$ cat src/rtl/spi_seq_pkg.sv
package spi_seq_pkg;
  typedef enum logic [2:0] {
    ST_IDLE,
    ST_RUN,
    ST_SHIFT,
    ST_GAP,
    ST_PAUSE
  } seq_state_e;
endpackage

$ cat src/rtl/spi_seq_cnt.sv
module spi_seq_cnt #(
  parameter int unsigned LEN_W  = 16,
  parameter int unsigned LOOP_W = 8
) (
  input  logic              clk_i,
  input  logic              rst_ni,
  input  logic              clr_i,
  input  logic              step_i,
  input  logic [LEN_W-1:0]  pkt_len_i,
  input  logic [LOOP_W-1:0] pkt_loop_i,
  output logic              last_byte_o,
  output logic              last_pkt_o
);
  logic [LEN_W-1:0]  byte_q;
  logic [LOOP_W-1:0] pkt_q;

  assign last_byte_o = (byte_q == pkt_len_i);
  assign last_pkt_o  = (pkt_q == pkt_loop_i);

  always_ff @(posedge clk_i or negedge rst_ni) begin
    if (!rst_ni) begin
      byte_q <= '0;
      pkt_q  <= '0;
    end else if (clr_i) begin
      byte_q <= '0;
      pkt_q  <= '0;
    end else if (step_i) begin
      if (last_byte_o) begin
        byte_q <= '0;
        pkt_q  <= last_pkt_o ? '0 : pkt_q + 1'b1;
      end else begin
        byte_q <= byte_q + 1'b1;
      end
    end
  end
endmodule

$ cat src/rtl/spi_seq_shift.sv
module spi_seq_shift #(
  parameter int unsigned DW = 8
) (
  input  logic          clk_i,
  input  logic          rst_ni,
  input  logic          clr_i,
  input  logic          load_i,
  input  logic [DW-1:0] tx_byte_i,
  input  logic          tx_msb_i,
  input  logic          rx_msb_i,
  input  logic          miso_i,
  input  logic          rx_ready_i,
  output logic          sclk_o,
  output logic          mosi_o,
  output logic          byte_done_o,
  output logic [DW-1:0] rx_data_o,
  output logic          rx_valid_o
);
  localparam int unsigned CNT_W = (DW > 1) ? $clog2(DW) : 1;
  localparam logic [CNT_W-1:0] LAST_BIT = CNT_W'(DW - 1);

  logic          busy_q, ph_q, tx_msb_q, rx_msb_q, rx_valid_q;
  logic [CNT_W-1:0] bit_q;
  logic [DW-1:0] sh_q, rx_sh_q, rx_data_q, rx_nxt;

  always_comb
    rx_nxt = rx_msb_q ? {rx_sh_q[DW-2:0], miso_i} : {miso_i, rx_sh_q[DW-1:1]};

  assign mosi_o      = tx_msb_q ? sh_q[DW-1] : sh_q[0];
  assign sclk_o      = ph_q;
  assign byte_done_o = busy_q & ph_q & (bit_q == LAST_BIT);
  assign rx_data_o   = rx_data_q;
  assign rx_valid_o  = rx_valid_q;

  always_ff @(posedge clk_i or negedge rst_ni) begin
    if (!rst_ni) begin
      busy_q     <= 1'b0;
      ph_q       <= 1'b0;
      tx_msb_q   <= 1'b1;
      rx_msb_q   <= 1'b1;
      rx_valid_q <= 1'b0;
      bit_q      <= '0;
      sh_q       <= '0;
      rx_sh_q    <= '0;
      rx_data_q  <= '0;
    end else if (clr_i) begin
      busy_q     <= 1'b0;
      ph_q       <= 1'b0;
      rx_valid_q <= 1'b0;
    end else begin
      if (rx_valid_q && rx_ready_i) rx_valid_q <= 1'b0;
      if (load_i) begin
        busy_q   <= 1'b1;
        ph_q     <= 1'b0;
        bit_q    <= '0;
        sh_q     <= tx_byte_i;
        tx_msb_q <= tx_msb_i;
        rx_msb_q <= rx_msb_i;
      end else if (busy_q) begin
        ph_q <= ~ph_q;
        if (ph_q) begin
          rx_sh_q <= rx_nxt;
          sh_q    <= tx_msb_q ? {sh_q[DW-2:0], 1'b0} : {1'b0, sh_q[DW-1:1]};
          bit_q   <= bit_q + 1'b1;
          if (bit_q == LAST_BIT) begin
            busy_q     <= 1'b0;
            rx_data_q  <= rx_nxt;
            rx_valid_q <= 1'b1;
          end
        end
      end
    end
  end
endmodule

$ cat src/rtl/spi_pkt_seq.sv
module spi_pkt_seq
  import spi_seq_pkg::*;
#(
  parameter int unsigned LEN_W  = 16,
  parameter int unsigned LOOP_W = 8,
  parameter int unsigned IDLE_W = 8,
  parameter int unsigned DW     = 8
) (
  input  logic              clk_i,
  input  logic              rst_ni,
  input  logic              act_i,
  input  logic              resume_i,
  input  logic              sw_rst_i,
  input  logic              pause_en_i,
  input  logic              nonidle_i,
  input  logic              tx_msb_first_i,
  input  logic              rx_msb_first_i,
  input  logic [LEN_W-1:0]  pkt_len_i,
  input  logic [LOOP_W-1:0] pkt_loop_i,
  input  logic [IDLE_W-1:0] cs_idle_i,
  input  logic [DW-1:0]     tx_data_i,
  input  logic              tx_valid_i,
  output logic              tx_ready_o,
  output logic [DW-1:0]     rx_data_o,
  output logic              rx_valid_o,
  input  logic              rx_ready_i,
  output logic              sclk_o,
  output logic              mosi_o,
  input  logic              miso_i,
  output logic              cs_no_o,
  output logic [1:0]        status_o
);
  seq_state_e        state_q;
  logic              done_q;
  logic [IDLE_W-1:0] gap_q;
  logic              last_byte, last_pkt, byte_done, load, cnt_clr;

  assign tx_ready_o = (state_q == ST_RUN) && (!rx_valid_o || rx_ready_i);
  assign load       = tx_valid_i && tx_ready_o;
  assign cnt_clr    = sw_rst_i || ((state_q == ST_IDLE) && act_i)
                   || ((state_q == ST_PAUSE) && resume_i);
  assign cs_no_o    = !((state_q == ST_RUN) || (state_q == ST_SHIFT)
                     || (state_q == ST_PAUSE));
  assign status_o   = {state_q == ST_PAUSE, done_q};

  spi_seq_cnt #(.LEN_W(LEN_W), .LOOP_W(LOOP_W)) i_cnt (
    .clk_i       (clk_i),
    .rst_ni      (rst_ni),
    .clr_i       (cnt_clr),
    .step_i      (byte_done),
    .pkt_len_i   (pkt_len_i),
    .pkt_loop_i  (pkt_loop_i),
    .last_byte_o (last_byte),
    .last_pkt_o  (last_pkt)
  );

  spi_seq_shift #(.DW(DW)) i_shift (
    .clk_i       (clk_i),
    .rst_ni      (rst_ni),
    .clr_i       (sw_rst_i),
    .load_i      (load),
    .tx_byte_i   (tx_data_i),
    .tx_msb_i    (tx_msb_first_i),
    .rx_msb_i    (rx_msb_first_i),
    .miso_i      (miso_i),
    .rx_ready_i  (rx_ready_i),
    .sclk_o      (sclk_o),
    .mosi_o      (mosi_o),
    .byte_done_o (byte_done),
    .rx_data_o   (rx_data_o),
    .rx_valid_o  (rx_valid_o)
  );

  always_ff @(posedge clk_i or negedge rst_ni) begin
    if (!rst_ni) begin
      state_q <= ST_IDLE;
      done_q  <= 1'b0;
      gap_q   <= '0;
    end else if (sw_rst_i) begin
      state_q <= ST_IDLE;
      done_q  <= 1'b0;
    end else begin
      case (state_q)
        ST_IDLE: if (act_i) begin
          state_q <= ST_RUN;
          done_q  <= 1'b0;
        end
        ST_RUN: if (load) state_q <= ST_SHIFT;
        ST_SHIFT: if (byte_done) begin
          if (!last_byte) state_q <= ST_RUN;
          else if (!last_pkt) begin
            // packet boundary: release CS unless running gapless
            if (nonidle_i) state_q <= ST_RUN;
            else begin
              state_q <= ST_GAP;
              gap_q   <= cs_idle_i;
            end
          end else if (pause_en_i) state_q <= ST_PAUSE;
          else begin
            state_q <= ST_IDLE;
            done_q  <= 1'b1;
          end
        end
        ST_GAP: if (gap_q == '0) state_q <= ST_RUN;
                else gap_q <= gap_q - 1'b1;
        ST_PAUSE: if (resume_i) state_q <= ST_RUN;
        default: state_q <= ST_IDLE;
      endcase
    end
  end
endmodule

$ cat config.mk
export PLATFORM = sky130hd
export DESIGN_NAME = spi_pkt_seq
export DESIGN_NICKNAME = d
export VERILOG_FILES = /design/src/rtl/spi_seq_pkg.sv /design/src/rtl/spi_seq_cnt.sv /design/src/rtl/spi_seq_shift.sv /design/src/rtl/spi_pkt_seq.sv
export SDC_FILE = /design/constraint.sdc
export NUM_CORES = 1
export LEC_CHECK = 0
export ABC_AREA = 1
export BUFFER_PORTS_ARGS = -buffer_cell sky130_fd_sc_hd__buf_2
export CORE_UTILIZATION = 60
export CTS_BUF_LIST = sky130_fd_sc_hd__clkbuf_4
export CTS_CLUSTER_DIAMETER = 80
export DETAILED_ROUTE_END_ITERATION = 6
export PLACE_DENSITY = 0.85
export SLEW_MARGIN = 20
export SYNTH_ARGS = -nofsm -noshare
export SYNTH_HDL_FRONTEND = slang
export SYNTH_SLANG_ARGS = --single-unit
$ cat constraint.sdc
create_clock -name clk_i -period 2.25 [get_ports clk_i]
set_input_delay 0.45 -clock clk_i [delete_from_list [all_inputs] [get_ports clk_i]]
set_output_delay 0.45 -clock clk_i [all_outputs]
set_load 0.1 [all_outputs]
==> results of run 1 <==
==> worst max-delay path: stages (launching register included) <==
cell and delay (ns):
dfrtp_1 0.38, inv_1 0.14, nor3_4 0.31, buf_2 0.49
==> timing repair <==
item	4_1_cts	5_1_grt
setup endpoints to repair	2	0
buffers inserted	0	0
gates resized for setup	2	0
==> through the flow <==
stage,std cells,hold slack [ns],utilization
finish,819,-0.001289,0.6978
global route,819,0.02723,0.6978
CTS,819,0.004495,0.6978
detailed placement,803,0.4698,0.6772
global placement,803,0.4707,0.6772
floorplan,649,0.1544,-
==> cell type report <==
class / instances / area [um^2]
Multi-Input combinational cell: 469 / 2340
Inverter: 98 / 377.9
Tap cell: 99 / 123.9
Timing Repair Buffer: 69 / 370.4
Clock buffer: 9 / 67.56
Clock inverter: 7 / 76.32
Fill cell: 622 / 2192
Sequential cell: 68 / 1705
==> power by group <==
group	internal, W	switching, W	leakage, nW
clock network	0.000343	0.000484	0.0725
registers	0.00154	0.000350	0.861
logic	0.000686	0.00143	1.72
total	0.00257	0.00226	2.65
==> worst max-delay path by stage <==
stage / to / slack (ns) / from / cells past startpoint
after floorplan: i_cnt.pkt_q[2]$_DFFE_PN0P_ / 0.01 / state_q[1]$_DFFE_PN0P_ / 9
after global placement: i_cnt.pkt_q[3]$_DFFE_PN0P_ / 0.41 / sw_rst_i / 11
after detailed placement: i_cnt.pkt_q[3]$_DFFE_PN0P_ / 0.35 / i_shift.bit_q[0]$_DFFE_PN0P_ / 10
final: status_o[1] / 0.07 / state_q[2]$_DFFE_PN0P_ / 3
after CTS: status_o[1] / 0.06 / state_q[2]$_DFFE_PN0P_ / 3
after global routing: status_o[1] / 0.005 / state_q[2]$_DFFE_PN0P_ / 3
==> cells in the final DEF, fill, tap and decap left out, types with 2 or more instances in the layout <==
cell	synthesis	layout
xnor2_1	4	4
o211ai_1	8	8
nand2_2	10	10
clkinv_4	0	2
nor2_4	4	4
a21oi_1	16	16
inv_4	2	2
o21ai_1	8	8
nand4_1	4	4
inv_1	90	90
inv_2	5	5
dfstp_2	2	2
o21ai_2	5	6
buf_4	1	4
nor4_1	3	3
nand2_4	3	3
ha_1	6	6
clkinvlp_4	0	2
nor3_1	9	8
nand2_1	209	209
buf_2	5	64
nor2_2	5	5
xor2_1	9	9
clkbuf_4	0	9
nor3_4	0	2
nor2_1	64	64
or2_2	5	5
nand3_1	30	30
inv_6	1	2
dfrtp_1	66	65
a31oi_1	8	8
o21ai_0	44	43
==> state kept, by name, indices dropped and copies added (netlist names) <==
name	flops
i_cnt.byte_q	16
i_shift.rx_msb_q	1
i_shift.tx_msb_q	1
i_cnt.pkt_q	8
done_q	1
i_shift.busy_q	1
i_shift.bit_q	3
i_shift.rx_data_o	8
i_shift.sclk_o	1
i_shift.rx_valid_o	1
state_q	3
i_shift.sh_q	8
gap_q	8
i_shift.rx_sh_q	8
==> metal layers <==
layer / GRT usage / routed length [um] / vias up
li1: - / - / 2172
met1: 0.3363 / 4402 / 1972
met2: 0.4615 / 4790 / 116
met3: 0.03545 / 447 / 19
met4: 0.1085 / 212 / 0
met5: 0 / 0 / -
==> kinds of logic after synthesis <==
family | after synthesis
xor gates and xnor gates | 13
AOI/OAI and AO/OA | 94
DFF | 68
and+or+nand+nor | 354
buffers and inverters | 112
muxes | 2
adders and majority gates | 6
==> metrics.yaml, run 1 <==
status: "finished with violations"
violations: "negative hold slack"
hold_viol_final: 8
clock-skew-final_ns: 0.01417
synthXorXnorAreaFrac: 0.02531
yosysSeqAreaShare: 0.3789
cts_tree: "yes"
antenna_found_initial: 0
crit_type: "reg2out"
grt_max_degree: 47
cts_buffers: 9
ys_ff_latch: 68
cts_hold_buf: 0
synth_top_area_frac: 0.3672
fin_crit_ns: 2.181
min_path_type: "in2async"
cp.required_ns: 1.80
ys_warn_count: 0
synth_top_family_by_area: "simple AND/OR/NAND/NOR gates"
ys_dominant_reg_cell: "dfrtp_1"
wl_per_cell_um: 12.03
placed_area_mm2: 0.004912
synth_area_mm2: 0.004498
max_slew_margin: 0.6076
synthMuxAreaShare: 0.004729
cap_violations: 0
cp-start-kind: "flip-flop"
synth_compound_area_frac: 0.1210
max_freq_mhz: 458.5
cts_max_level: 3
dieArea_mm2: 0.007847
drtIter0Drc: 296
root_buffer: "clkbuf_4"
crit_path_max_fanout: 6
cts.clk_slew.worst_paths_ns: 0.13
gp_congestion: 0.8839
ios: 67
async_reset_ff_frac: 1.000
r2r_slack_ns: 0.31
drive_gt1_frac: 0.1931
num_antenna_cells: 0
grt.total_usage: 0.2662
synthDistinctLibCells: 46
vias: 4279
r2r-start: "state_q[2]$_DFFE_PN0P_"
fp.dieH_um: 88.59
place_worst_setup_slack_ns: 0.3484
power_leakage_nw: 2.653
finalCritPeriodShare: 0.9693
synthAdderAreaFrac: 0.01669
power_w: 0.004832
synth_edf_count: 0
tightestPinTransition_ns: 0.5875
core_area_mm2: 0.007253
stdcell_area_mm2: 0.005061
grt_pass1_wl_um: 16160
antenna_left: 0
syn_inst: 649
synth_area_leaders: "dfrtp_1 37%, nand2_1 17%, inv_1 7.5%"
worstSkewPairLatency_ns: 0.42
final-setup-viol-count: 0
hpwlAfterDp_um: 7361
grt_overflow: 0
cp.arrival_ns: 1.73
r2r-end: "gap_q[5]$_DFFE_PN0P_"
wl_um: 9853
finalMaxSlewViolations: 0
firstDrtPassIters: 5
row_count: 31
grt_pass1_vias: 3853
vias_per_cell: 5.225
endpoint_kind: "output port"
final_nets: 773
synth-simple-area-share: 0.3477
hold_slack_ns: -0.001289
yosysMostFrequentCell: "nand2_1"
clock_sinks: 68
ys_top_cells_by_count: "209 x nand2_1, 90 x inv_1, 66 x dfrtp_1, 64 x nor2_1, 44 x o21ai_0"
rsz0062_at_grt: "no"
syn_to_final_growth_pct: 12.52
p_per_area_mw_per_mm2: 954.8
drc_errors: 0
initial_core_util: 0.6201
cts_buffer_depth: 2
syn_avg_cell_area_um2: 6.931
fp.dieW_um: 88.59
synth_top_area_cell: "dfrtp_1"
ir_drop_mv: 0.7278
r2r_cells: 9
setup-tns-final_ns: 0
syn_nets: 707
fin_ws_ns: 0.06898
port_buffers: 66
Note: power is estimated with default switching activity, not from simulation.
==> run 2: changes to the inputs <==
--- a/config.mk
+++ b/config.mk
@@ -11,7 +11,8 @@
 export CTS_BUF_LIST = sky130_fd_sc_hd__clkbuf_4
 export CTS_CLUSTER_DIAMETER = 80
 export DETAILED_ROUTE_END_ITERATION = 6
-export PLACE_DENSITY = 0.85
+export PLACE_DENSITY = 0.8
+export RECOVER_POWER = 25
 export SLEW_MARGIN = 20
 export SYNTH_ARGS = -nofsm -noshare
 export SYNTH_HDL_FRONTEND = slang
==> metrics.yaml, run 2 (synthesis results as in run 1) <==
grt.total_usage: 0.2816
r2r-start: "state_q[1]$_DFFE_PN0P_"
slowest_stage: "dfrtp_1"
gp_congestion: 0.8937
cp-start-kind: "flip-flop"
wl_um: 10160
worstSkewPairLatency_ns: 0.43
stdcell_area_mm2: 0.005120
clock_sinks: 68
cts_buffer_depth: 2
r2r-end: "gap_q[2]$_DFFE_PN0P_"
p_per_area_mw_per_mm2: 986.9
max_freq_mhz: 460.8
cp_top_family: "flip-flops"
dieArea_mm2: 0.007847
r2r_slack_ns: 0.33
drive_gt1_frac: 0.1911
status: "complete, no violations"
fp.dieW_um: 88.59
crit_type: "reg2out"
hold_end: "i_shift.rx_msb_q$_DFFE_PN1P_"
syn_to_final_growth_pct: 13.82
largest_register_ff_count: 16
path_cells: "nor3_4 -> buf_2"
vias: 4267
r2r_cells: 8
grt_pass1_wl_um: 17140
final_common_cell: "nand2_1"
worst_path_largest_cell_delay_ns: 0.49
fin_ws_ns: 0.07974
power_w: 0.005053
hold_viol_final: 0
drtIter0Drc: 267
layout_common_cells: "209 x nand2_1, 90 x inv_1, 65 x dfrtp_1"
cp.arrival_ns: 1.72
fin_crit_ns: 2.170
grt_pass1_vias: 3925
wl_per_cell_um: 12.37
firstDrtPassIters: 4
root_buffer: "clkbuf_4"
place_worst_setup_slack_ns: 0.3565
initial_core_util: 0.6201
hold_slack_ns: 0.2563
hp-start: "rx_msb_first_i"
power_leakage_nw: 2.682
min_path_type: "in2reg"
core_area_mm2: 0.007253
vias_per_cell: 5.197
max_slew_margin: 0.09949
grt_overflow: 0
top_register: "i_cnt.byte_q"
hpwlAfterDp_um: 7708
final_nets: 775
cts.clk_slew.worst_paths_ns: 0.12
finalMaxSlewViolations: 0
cts_tree: "yes"
post-cts-setup-buffers: 0
grt_max_degree: 25
final-setup-viol-count: 0
endpoint_kind: "output port"
rsz0062_at_grt: "no"
setup-tns-final_ns: 0
tightestPinTransition_ns: 1.351
port_buffers: 66
drc_errors: 0
cp.required_ns: 1.80
num_antenna_cells: 0
holdPathStages: 2
cts_max_level: 3
cap_violations: 0
crit_path_max_fanout: 6
antenna_found_initial: 0
fp.dieH_um: 88.59
cts_buffers: 9
placed_area_mm2: 0.004920
ios: 67
critPathBufInv: 1
finalCritPeriodShare: 0.9646
clock-skew-final_ns: 0.01243
ir_drop_mv: 0.9196
antenna_left: 0
row_count: 31
-- run 2: cell count changes in the layout (fill, tap and decap cells not counted), sizes merged --
cell,delta
inv,-1
dlygate4sd3,+1
bufinv,+2
clkinvlp,-1
clkbuf,+1
-- run 2: how the worst max path moves through the flow --
stage,slack (ns),startpoint,depth (start not counted),to
after floorplan,0.01,state_q[1]$_DFFE_PN0P_,9,i_cnt.pkt_q[2]$_DFFE_PN0P_
after global placement,0.40,sw_rst_i,11,i_cnt.pkt_q[3]$_DFFE_PN0P_
after detailed placement,0.36,state_q[1]$_DFFE_PN0P_,8,gap_q[2]$_DFFE_PN0P_
after CTS,0.05,state_q[0]$_DFFE_PN0P_,4,cs_no_o
after global routing,0.01,state_q[2]$_DFFE_PN0P_,4,tx_ready_o
final,0.08,state_q[1]$_DFFE_PN0P_,2,status_o[1]
-- run 2: routing by layer --
layer / vias to the layer above / track usage / wire, um
met3: 15 / 0.03451 / 467
met2: 119 / 0.4825 / 4954
met5: - / 0 / 0
met1: 1962 / 0.3598 / 4561
li1: 2171 / - / -
met4: 0 / 0.1217 / 172
-- run 2: what timing repair did --
item / in CTS / in global routing
endpoints found under the hold margin: 1 / 0
gates resized for setup: 2 / 1
endpoints found under the setup margin: 2 / 1
hold buffers: 1 / 0
-- run 2: layout make-up --
class	instances	area (um^2)
clock buffer	9	67.56
clock inverter	7	115.1
fill	644	2133
inverter	98	377.9
multi-input combinational	469	2340
sequential	68	1705
tap	99	123.9
timing repair buffer	71	390.4
-- run 2: where the power goes --
part	total [W]	switching (W)	internal, W
Clock	0.00103	0.000468	0.000558
Combinational	0.00214	0.00144	0.000697
Sequential	0.00189	0.000346	0.00154
Total	0.00505	0.00226	0.00280
-- run 2: per-stage QoR --
step / utilization / instances
after floorplan: - / 649
after global placement: 0.6783 / 804
after detailed placement: 0.6783 / 804
after CTS: 0.7055 / 821
after global routing: 0.7059 / 821
final: 0.7059 / 821
